--- src/rtl/rhm_pkg.sv ---
// Package: shared command encoding for the row hammer monitor.
// Assumes the controller presents at most one command per cycle.
package rhm_pkg;
    typedef enum logic [2:0] {
        CMD_NOP = 3'd0,
        CMD_ACT = 3'd1,
        CMD_PRE = 3'd2,
        CMD_RD  = 3'd3,
        CMD_WR  = 3'd4,
        CMD_REF = 3'd5
    } cmd_e;
endpackage

--- src/rtl/rhm_window.sv ---
// Module: rhm_window
// Counts refresh-window ticks and flags the tick that ends a counting
// window of WIN_MULT refresh windows. Assumes ticks are single-cycle pulses.
module rhm_window #(
    parameter int WIN_MULT = 2
) (
    input  logic clk,
    input  logic rst_n,
    input  logic tick,
    output logic wrap
);
    localparam int CW = (WIN_MULT > 1) ? $clog2(WIN_MULT) : 1;
    localparam logic [CW-1:0] LAST = CW'(WIN_MULT - 1);

    logic [CW-1:0] tick_cnt;

    // The window ends on the tick that finds the counter at its last value.
    assign wrap = tick && (tick_cnt == LAST);

    // Advance the tick counter, restarting at each window end.
    always_ff @(posedge clk) begin
        if (!rst_n)
            tick_cnt <= '0;
        else if (wrap)
            tick_cnt <= '0;
        else if (tick)
            tick_cnt <= tick_cnt + 1'b1;
    end
endmodule

--- src/rtl/rhm_table.sv ---
// Module: rhm_table
// Fully associative table of tracked rows and activate counts. For each
// accepted activate it reports the row's updated count and the counts of
// the rows two positions below and above (zero when untracked), then
// writes the entry. A new row takes a free slot first, otherwise the
// lowest-count slot, whose count it inherits plus one. Assumes at most
// one of clr_all / mit_en / act_en matters per cycle, in that priority.
module rhm_table #(
    parameter int ENTRIES = 8,
    parameter int ROW_W   = 16,
    parameter int CNT_W   = 8
) (
    input  logic             clk,
    input  logic             rst_n,
    input  logic             clr_all,
    input  logic             mit_en,
    input  logic [ROW_W-1:0] mit_row,
    input  logic             act_en,
    input  logic [ROW_W-1:0] act_row,
    output logic [CNT_W-1:0] new_cnt,
    output logic [CNT_W-1:0] lo_cnt,
    output logic [CNT_W-1:0] hi_cnt
);
    localparam int IDX_W = (ENTRIES > 1) ? $clog2(ENTRIES) : 1;
    localparam logic [ROW_W-1:0] ROW_MAX = '1;
    localparam logic [CNT_W-1:0] CNT_MAX = '1;

    logic             v_q [ENTRIES];
    logic [ROW_W-1:0] r_q [ENTRIES];
    logic [CNT_W-1:0] c_q [ENTRIES];

    logic [ENTRIES-1:0] m_self, m_lo, m_hi, m_mit;
    logic               lo_ok, hi_ok;
    logic [ROW_W-1:0]   lo_row, hi_row;

    assign lo_ok  = (act_row >= ROW_W'(2));
    assign hi_ok  = (act_row <= ROW_MAX - ROW_W'(2));
    assign lo_row = act_row - ROW_W'(2);
    assign hi_row = act_row + ROW_W'(2);

    // Per-entry tag comparators for the lookup and mitigation rows.
    for (genvar i = 0; i < ENTRIES; i++) begin : g_cmp
        assign m_self[i] = v_q[i] && (r_q[i] == act_row);
        assign m_lo[i]   = v_q[i] && lo_ok && (r_q[i] == lo_row);
        assign m_hi[i]   = v_q[i] && hi_ok && (r_q[i] == hi_row);
        assign m_mit[i]  = v_q[i] && ((r_q[i] == mit_row) ||
                           ((mit_row != '0) && (r_q[i] == mit_row - 1'b1)) ||
                           ((mit_row != ROW_MAX) && (r_q[i] == mit_row + 1'b1)));
    end

    logic             hit, free;
    logic [IDX_W-1:0] hit_idx, free_idx, min_idx, tgt_idx;
    logic [CNT_W-1:0] hit_cnt, min_cnt;

    // Reduce comparator results to hit, neighbour counts, free and victim slot.
    always_comb begin
        hit      = 1'b0;
        hit_idx  = '0;
        hit_cnt  = '0;
        lo_cnt   = '0;
        hi_cnt   = '0;
        free     = 1'b0;
        free_idx = '0;
        min_idx  = '0;
        min_cnt  = CNT_MAX;
        for (int i = 0; i < ENTRIES; i++) begin
            if (m_self[i]) begin
                hit     = 1'b1;
                hit_idx = IDX_W'(i);
                hit_cnt = c_q[i];
            end
            if (m_lo[i]) lo_cnt = c_q[i];
            if (m_hi[i]) hi_cnt = c_q[i];
            if (!v_q[i] && !free) begin
                free     = 1'b1;
                free_idx = IDX_W'(i);
            end
            if (v_q[i] && (c_q[i] < min_cnt)) begin
                min_cnt = c_q[i];
                min_idx = IDX_W'(i);
            end
        end
    end

    // Pick the slot to write and the count it will hold, saturating.
    always_comb begin
        if (hit) begin
            tgt_idx = hit_idx;
            new_cnt = (hit_cnt == CNT_MAX) ? CNT_MAX : hit_cnt + 1'b1;
        end else if (free) begin
            tgt_idx = free_idx;
            new_cnt = CNT_W'(1);
        end else begin
            tgt_idx = min_idx;
            new_cnt = (min_cnt == CNT_MAX) ? CNT_MAX : min_cnt + 1'b1;
        end
    end

    // Table state update: window clear, mitigation removal or activate write.
    always_ff @(posedge clk) begin
        if (!rst_n) begin
            for (int i = 0; i < ENTRIES; i++) begin
                v_q[i] <= 1'b0;
                r_q[i] <= '0;
                c_q[i] <= '0;
            end
        end else if (clr_all) begin
            for (int i = 0; i < ENTRIES; i++) v_q[i] <= 1'b0;
        end else if (mit_en) begin
            for (int i = 0; i < ENTRIES; i++)
                if (m_mit[i]) v_q[i] <= 1'b0;
        end else if (act_en) begin
            v_q[tgt_idx] <= 1'b1;
            r_q[tgt_idx] <= act_row;
            c_q[tgt_idx] <= new_cnt;
        end
    end
endmodule

--- src/rtl/row_hammer_mon.sv ---
// Module: row_hammer_mon (top)
// Monitors activates to bank MON_BANK, tracks per-row counts over a window
// of WIN_MULT refresh windows, and raises a held request naming the
// aggressor row when a row, or a victim's pair of neighbours, reaches
// cfg_mac. Assumes cfg_mac is stable while activates are counted.
module row_hammer_mon #(
    parameter int ROW_W    = 16,
    parameter int BANK_W   = 3,
    parameter int CNT_W    = 8,
    parameter int ENTRIES  = 8,
    parameter int WIN_MULT = 2,
    parameter int MON_BANK = 0
) (
    input  logic              clk,
    input  logic              rst_n,
    input  logic              cmd_valid,
    input  logic [2:0]        cmd_type,
    input  logic [BANK_W-1:0] cmd_bank,
    input  logic [ROW_W-1:0]  cmd_row,
    input  logic              win_expire,
    input  logic [CNT_W-1:0]  cfg_mac,
    input  logic              mit_done,
    output logic              hm_req,
    output logic [ROW_W-1:0]  agg_row,
    output logic [BANK_W-1:0] agg_bank,
    output logic              win_reset
);
    import rhm_pkg::*;

    logic             win_clr, mit_en, act_en, trigger;
    logic [CNT_W-1:0] new_cnt, lo_cnt, hi_cnt;
    logic [CNT_W:0]   sum_lo, sum_hi;

    rhm_window #(.WIN_MULT(WIN_MULT)) u_win (
        .clk   (clk),
        .rst_n (rst_n),
        .tick  (win_expire),
        .wrap  (win_clr)
    );

    // Qualify mitigation and activates; clear beats mitigation beats activate.
    assign mit_en = mit_done && hm_req;
    assign act_en = cmd_valid && (cmd_type == CMD_ACT) &&
                    (cmd_bank == BANK_W'(MON_BANK)) && !win_clr && !mit_en;

    rhm_table #(.ENTRIES(ENTRIES), .ROW_W(ROW_W), .CNT_W(CNT_W)) u_tab (
        .clk     (clk),
        .rst_n   (rst_n),
        .clr_all (win_clr),
        .mit_en  (mit_en),
        .mit_row (agg_row),
        .act_en  (act_en),
        .act_row (cmd_row),
        .new_cnt (new_cnt),
        .lo_cnt  (lo_cnt),
        .hi_cnt  (hi_cnt)
    );

    // Threshold test on the row itself and on both victim pairs.
    assign sum_lo  = {1'b0, new_cnt} + {1'b0, lo_cnt};
    assign sum_hi  = {1'b0, new_cnt} + {1'b0, hi_cnt};
    assign trigger = act_en && !hm_req &&
                     ((new_cnt >= cfg_mac) ||
                      (sum_lo >= {1'b0, cfg_mac}) ||
                      (sum_hi >= {1'b0, cfg_mac}));

    // Request register: set on a trigger, held until mitigation-done.
    always_ff @(posedge clk) begin
        if (!rst_n) begin
            hm_req   <= 1'b0;
            agg_row  <= '0;
            agg_bank <= '0;
        end else if (mit_en) begin
            hm_req   <= 1'b0;
        end else if (trigger) begin
            hm_req   <= 1'b1;
            agg_row  <= cmd_row;
            agg_bank <= cmd_bank;
        end
    end

    // One-cycle indication that the counting window restarted.
    always_ff @(posedge clk) begin
        if (!rst_n)
            win_reset <= 1'b0;
        else
            win_reset <= win_clr;
    end
endmodule

--- config.mk ---
export PLATFORM = sky130hd
export DESIGN_NAME = row_hammer_mon
export DESIGN_NICKNAME = d
export VERILOG_FILES = /design/src/rtl/rhm_pkg.sv /design/src/rtl/rhm_window.sv /design/src/rtl/rhm_table.sv /design/src/rtl/row_hammer_mon.sv
export SDC_FILE = /design/constraint.sdc
export NUM_CORES = 1
export LEC_CHECK = 0
export ABC_AREA = 1
export BUFFER_PORTS_ARGS = -buffer_cell sky130_fd_sc_hd__buf_2
export CAP_MARGIN = 20
export CORE_AREA = 2 2 191 212
export CTS_CLUSTER_DIAMETER = 200
export DETAILED_ROUTE_END_ITERATION = 10
export DIE_AREA = 0 0 193 214
export PLACE_DENSITY = 0.93
export SKIP_CTS_REPAIR_TIMING = 1
export SLEW_MARGIN = 20
export SYNTH_ARGS = -nofsm -noshare
export SYNTH_HDL_FRONTEND = slang
export SYNTH_HIERARCHICAL = 1
export SYNTH_SLANG_ARGS = --single-unit
--- constraint.sdc ---
create_clock -name clk -period 29.6 [get_ports clk]
set_input_delay 5.92 -clock clk [delete_from_list [all_inputs] [get_ports clk]]
set_output_delay 5.92 -clock clk [all_outputs]
set_load 0.05 [all_outputs]
==> impl_metrics.py, run 1 <==
metrics = {
    "cts": {
        "cts-root-buf": "clkbuf_16",
        "h-tree-depth": 1,
        "numCtsBuffers": 25,
        "numClockSinks": 222,
        "clock_path_buffers": 3,
    },
    "place": {
        "place_hpwl_microns": 96000,
        "placed_cell_area_sq_mm": 0.0258,
        "pre_cts_slack_ps": 12790,
        "finalWeightedCongestion": 1.27,
        "portBuffers": 55,
    },
    "synthesis": {
        "syn_inst": 3614,
        "ys_ff_latch": 222,
        "ys.warnings.count": 6,
        "synthArstFlopShare_pct": 0,
        "ys_seq_area_share_pct": 25.3,
        "ys.flop_type": "edfxtp_1",
        "synth_area_sq_mm": 0.0252,
        "yosysUniqueCellTypes": 67,
        "synth_edf_count": 192,
        "syn_nets": 3734,
        "synth_area_per_cell_sq_um": 6.97,
    },
    "die": {
        "die_x_microns": 193,
        "rows": 76,
        "die_height_microns": 214,
        "start_util_pct": 64.6,
        "boundaryPins": 56,
    },
    "grt": {
        "track_usage_pct": 70.9,
        "grt_pass1_wl_microns": 211000,
        "grt_remaining_overflow": 96,
        "grt_pass1_vias": 30200,
        "grt_max_degree": 34,
    },
    "run_status": {
        "error": "[ERROR GRT-0116] Global routing finished with congestion. Check the congestion regions in the DRC Viewer.",
        "haltStage": "global routing (5_1_grt)",
        "status": "did not finish",
    },
}
[synthesized netlist by cell type, types with 33 or more instances]
| cell | instances | share of area (%) |
|---|---|---|
| nor2_1 | 462 | 6.9 |
| nor4_1 | 68 | 1.7 |
| nor3_1 | 62 | 1.2 |
| xnor2_1 | 171 | 5.9 |
| o211ai_1 | 33 | 0.98 |
| nand4_1 | 75 | 1.9 |
| xor2_1 | 268 | 9.3 |
| nand3_1 | 165 | 3.3 |
| clkbuf_1 | 81 | 1.2 |
| nand2_1 | 610 | 9.1 |
| a21oi_1 | 151 | 3.0 |
| a2111oi_0 | 35 | 1.2 |
| inv_1 | 446 | 6.6 |
| ha_1 | 83 | 4.1 |
| o21ai_0 | 249 | 4.9 |
| o22ai_1 | 69 | 1.7 |
| edfxtp_1 | 192 | 23 |
[kinds of logic after synthesis]
kind of cell             after synthesis  share of synthesized area (%)
AND/OR/NAND/NOR                     1560                           27.8
AO/OA/AOI/OAI                        688                           16.9
buffers and inverters                608                           9.89
multiplexers                          12                          0.581
XOR/XNOR                             439                           15.3
flip-flops                           222                           25.3
adder cells (fa/ha/maj)               85                           4.28
[routing by layer]
metal	track usage, %	overflow
met1	73.4	1
met2	87.3	48
met3	54.6	1
met4	65.4	46
met5	21.0	0
[through the flow]
stage | utilization, % | std cells
after floorplan | - | 3614
after global placement | 66.2 | 4088
after detailed placement | 66.2 | 4088
after CTS | 68.4 | 4134
==> run 2, diff against run 1 <==
--- a/config.mk
+++ b/config.mk
@@ -8,11 +8,10 @@
 export ABC_AREA = 1
 export BUFFER_PORTS_ARGS = -buffer_cell sky130_fd_sc_hd__buf_2
 export CAP_MARGIN = 20
-export CORE_AREA = 2 2 191 212
-export CTS_CLUSTER_DIAMETER = 200
+export CORE_AREA = 2 2 254 256
 export DETAILED_ROUTE_END_ITERATION = 10
-export DIE_AREA = 0 0 193 214
-export PLACE_DENSITY = 0.93
+export DIE_AREA = 0 0 256 258
+export PLACE_DENSITY_LB_ADDON = 0.15
 export SKIP_CTS_REPAIR_TIMING = 1
 export SLEW_MARGIN = 20
 export SYNTH_ARGS = -nofsm -noshare
==> impl_metrics.py, run 2 <==
metrics = {
    "run_status": {
        "status": "finished, final reports clean",
    },
    "timing": {
        "setup_viol": 0,
        "layout_min_cycle_time_ps": 15920,
        "slew_viol_final": 0,
        "rsz0062_at_grt": "no",
        "tns_ps": 0,
        "min_period_over_period_pct": 53.8,
        "hold_viol_final": 0,
        "fin_ws_ps": 13680,
        "whs_ps": 440,
        "fmax_mhz": 62.8,
        "max_slew_margin_pct": 22.9,
        "worstMarginPinSlew_ps": 1150,
        "fin_skew_ps": 44.9,
    },
    "setup_path": {
        "cp.arrival_ps": 16400,
        "crit_type": "in -> reg",
        "cp_common_cell": "nand2_1",
        "path_max_fanout": 33,
        "max_stage_delay_ps": 760,
        "critPathCaptureType": "flop",
        "cp-start-kind": "primary input",
        "worstPathRequired_ps": 30080,
        "cp_slowest_cell": "nand4_1",
    },
    "power_and_ir_drop": {
        "p_per_area_mw_per_mm2": 33.4,
        "ir_drop_uv": 46.6,
        "p_leak_nw": 12.0,
        "finalPower_mw": 0.917,
    },
    "cells_and_area": {
        "largest_reg_flops": 128,
        "post-route-util_pct": 43.1,
        "mostFrequentLayoutCells": "610 x nand2_1, 462 x nor2_1, 446 x inv_1",
        "seqCellArea_sq_mm": 0.00637,
        "drive_above_1_share_pct": 8.79,
        "fin_nets": 3760,
        "largest_registers": "u_tab/r_q (128), u_tab/c_q (64), agg_row (16)",
        "multi_input_area_sq_mm": 0.0164,
        "fin_cells": 4520,
        "layout_commonest_cell": "nand2_1",
        "fillers": 6837,
        "syn2layout_area_growth_pct": 8.99,
        "regMostFlops": "u_tab/r_q",
        "fin_area_sq_mm": 0.0275,
    },
    "die": {
        "start_util_pct": 39.6,
        "die_x_microns": 256,
        "die_height_microns": 258,
        "rows": 93,
        "core_sq_mm": 0.0636,
        "dieArea_sq_mm": 0.0660,
        "boundaryPins": 56,
    },
    "drt": {
        "vias": 27800,
        "antenna_left": 0,
        "viasPerCell": 6.15,
        "first_iter_violations": 3532,
        "dr.pass1.iters": 6,
        "drc": 0,
        "wl_per_cell_microns": 32.5,
        "wl_microns": 147000,
    },
    "synthesis": {
        "yosysUniqueCellTypes": 67,
        "syn_inst": 3614,
        "ys_seq_area_share_pct": 25.3,
        "synth_area_per_cell_sq_um": 6.97,
        "synthArstFlopShare_pct": 0,
        "ys_top_cells_by_count": "610 x nand2_1, 462 x nor2_1, 446 x inv_1",
        "ys_ff_latch": 222,
        "ys_top_cells_by_area": "edfxtp_1 23%, xor2_1 9.3%, nand2_1 9.1%",
        "synth_area_sq_mm": 0.0252,
        "yosysTopAreaCellShare_pct": 22.9,
        "ys.flop_type": "edfxtp_1",
        "ys.warnings.count": 6,
        "yosys.area.top_type": "edfxtp_1",
        "synthMostInstantiatedCell": "nand2_1",
        "syn_nets": 3734,
        "synth_edf_count": 192,
    },
    "place": {
        "placed_cells": 4462,
        "place_hpwl_microns": 116000,
        "placed_cell_area_sq_mm": 0.0264,
        "pre_cts_slack_ps": 13520,
        "finalWeightedCongestion": 1.11,
        "portBuffers": 55,
    },
    "grt": {
        "antenna_found_initial": 3,
        "grt_remaining_overflow": 0,
        "grt_pass1_wl_microns": 203000,
        "grt_pass1_vias": 26000,
        "track_usage_pct": 43.2,
        "grt_max_degree": 34,
    },
    "cts": {
        "clock_path_buffers": 3,
        "numClockSinks": 222,
        "tritoncts": "yes",
        "h-tree-depth": 1,
        "clk_pin_slew_worst_paths_ps": 60,
        "cts-root-buf": "clkbuf_16",
        "clk_latency_ps": 630,
        "numCtsBuffers": 30,
    },
    "worst_hold_path": {
        "hp-class": "reg -> reg",
    },
    "run": {
        "cap_violations": 0,
    },
}
## run 2: cell counts after synthesis
Identical to the previous run, type by type.
## run 2: cells by family (layout without fill, tap and decap cells)
kind of cell | after synthesis | after routing | share of synthesized area [%]
adder cells (fa/ha/maj) | 85 | 85 | 4.28
other | 0 | 1 | 0
XOR/XNOR | 439 | 439 | 15.3
multiplexers | 12 | 12 | 0.581
flip-flops | 222 | 222 | 25.3
buffers and inverters | 608 | 658 | 9.89
AO/OA/AOI/OAI | 688 | 688 | 16.9
AND/OR/NAND/NOR | 1560 | 1560 | 27.8
## run 2: where the power goes
| group | switching, mW | internal, mW |
|---|---|---|
| registers | 0.0232 | 0.349 |
| clock network | 0.165 | 0.223 |
| logic | 0.117 | 0.0404 |
## run 2: path summary, 6_finish.rpt
path / from / endpoint / slack (ps) / cells after the start
max reg2reg: u_tab/c_q[0][5]$_SDFFCE_PN0P_ / agg_bank[2]$_SDFFE_PN0P_ / 13750 / 87
min: agg_bank[0]$_SDFFE_PN0P_ / agg_bank[0]$_SDFFE_PN0P_ / 440 / 2
min reg2reg: agg_bank[0]$_SDFFE_PN0P_ / agg_bank[0]$_SDFFE_PN0P_ / 440 / 2
max: cmd_row[3] / agg_bank[2]$_SDFFE_PN0P_ / 13680 / 42
## run 2: area by class of cell
type / instances / share of cell area, %
Multi-Input combinational cell: 2784 / 59.6
Sequential cell: 222 / 23.2
Inverter: 461 / 6.30
Tap cell: 855 / 3.90
Timing Repair Buffer: 141 / 3.35
Clock buffer: 37 / 2.98
Clock inverter: 19 / 0.697
Antenna cell: 1 / 0.00911
## run 2: worst max-delay path, delay by kind of cell
| family | cells | cell delay (ps) |
|---|---|---|
| adder cells (fa/ha/maj) | 3 | 970 |
| buffers and inverters | 8 | 1800 |
| XOR/XNOR | 2 | 220 |
| AO/OA/AOI/OAI | 8 | 1880 |
| AND/OR/NAND/NOR | 21 | 5560 |
## run 2: routing by layer
| metal | track usage (%) | share of wire (%) | vias to the layer above |
|---|---|---|---|
| met4 | 31.9 | 8.9 | 0 |
| met3 | 6.51 | 8.8 | 484 |
| met2 | 68.1 | 44 | 1748 |
| met1 | 53.9 | 39 | 13200 |
| li1 | - | - | 12300 |
| met5 | 0 | 0 | - |
Note: power is estimated with default switching activity, not from simulation.
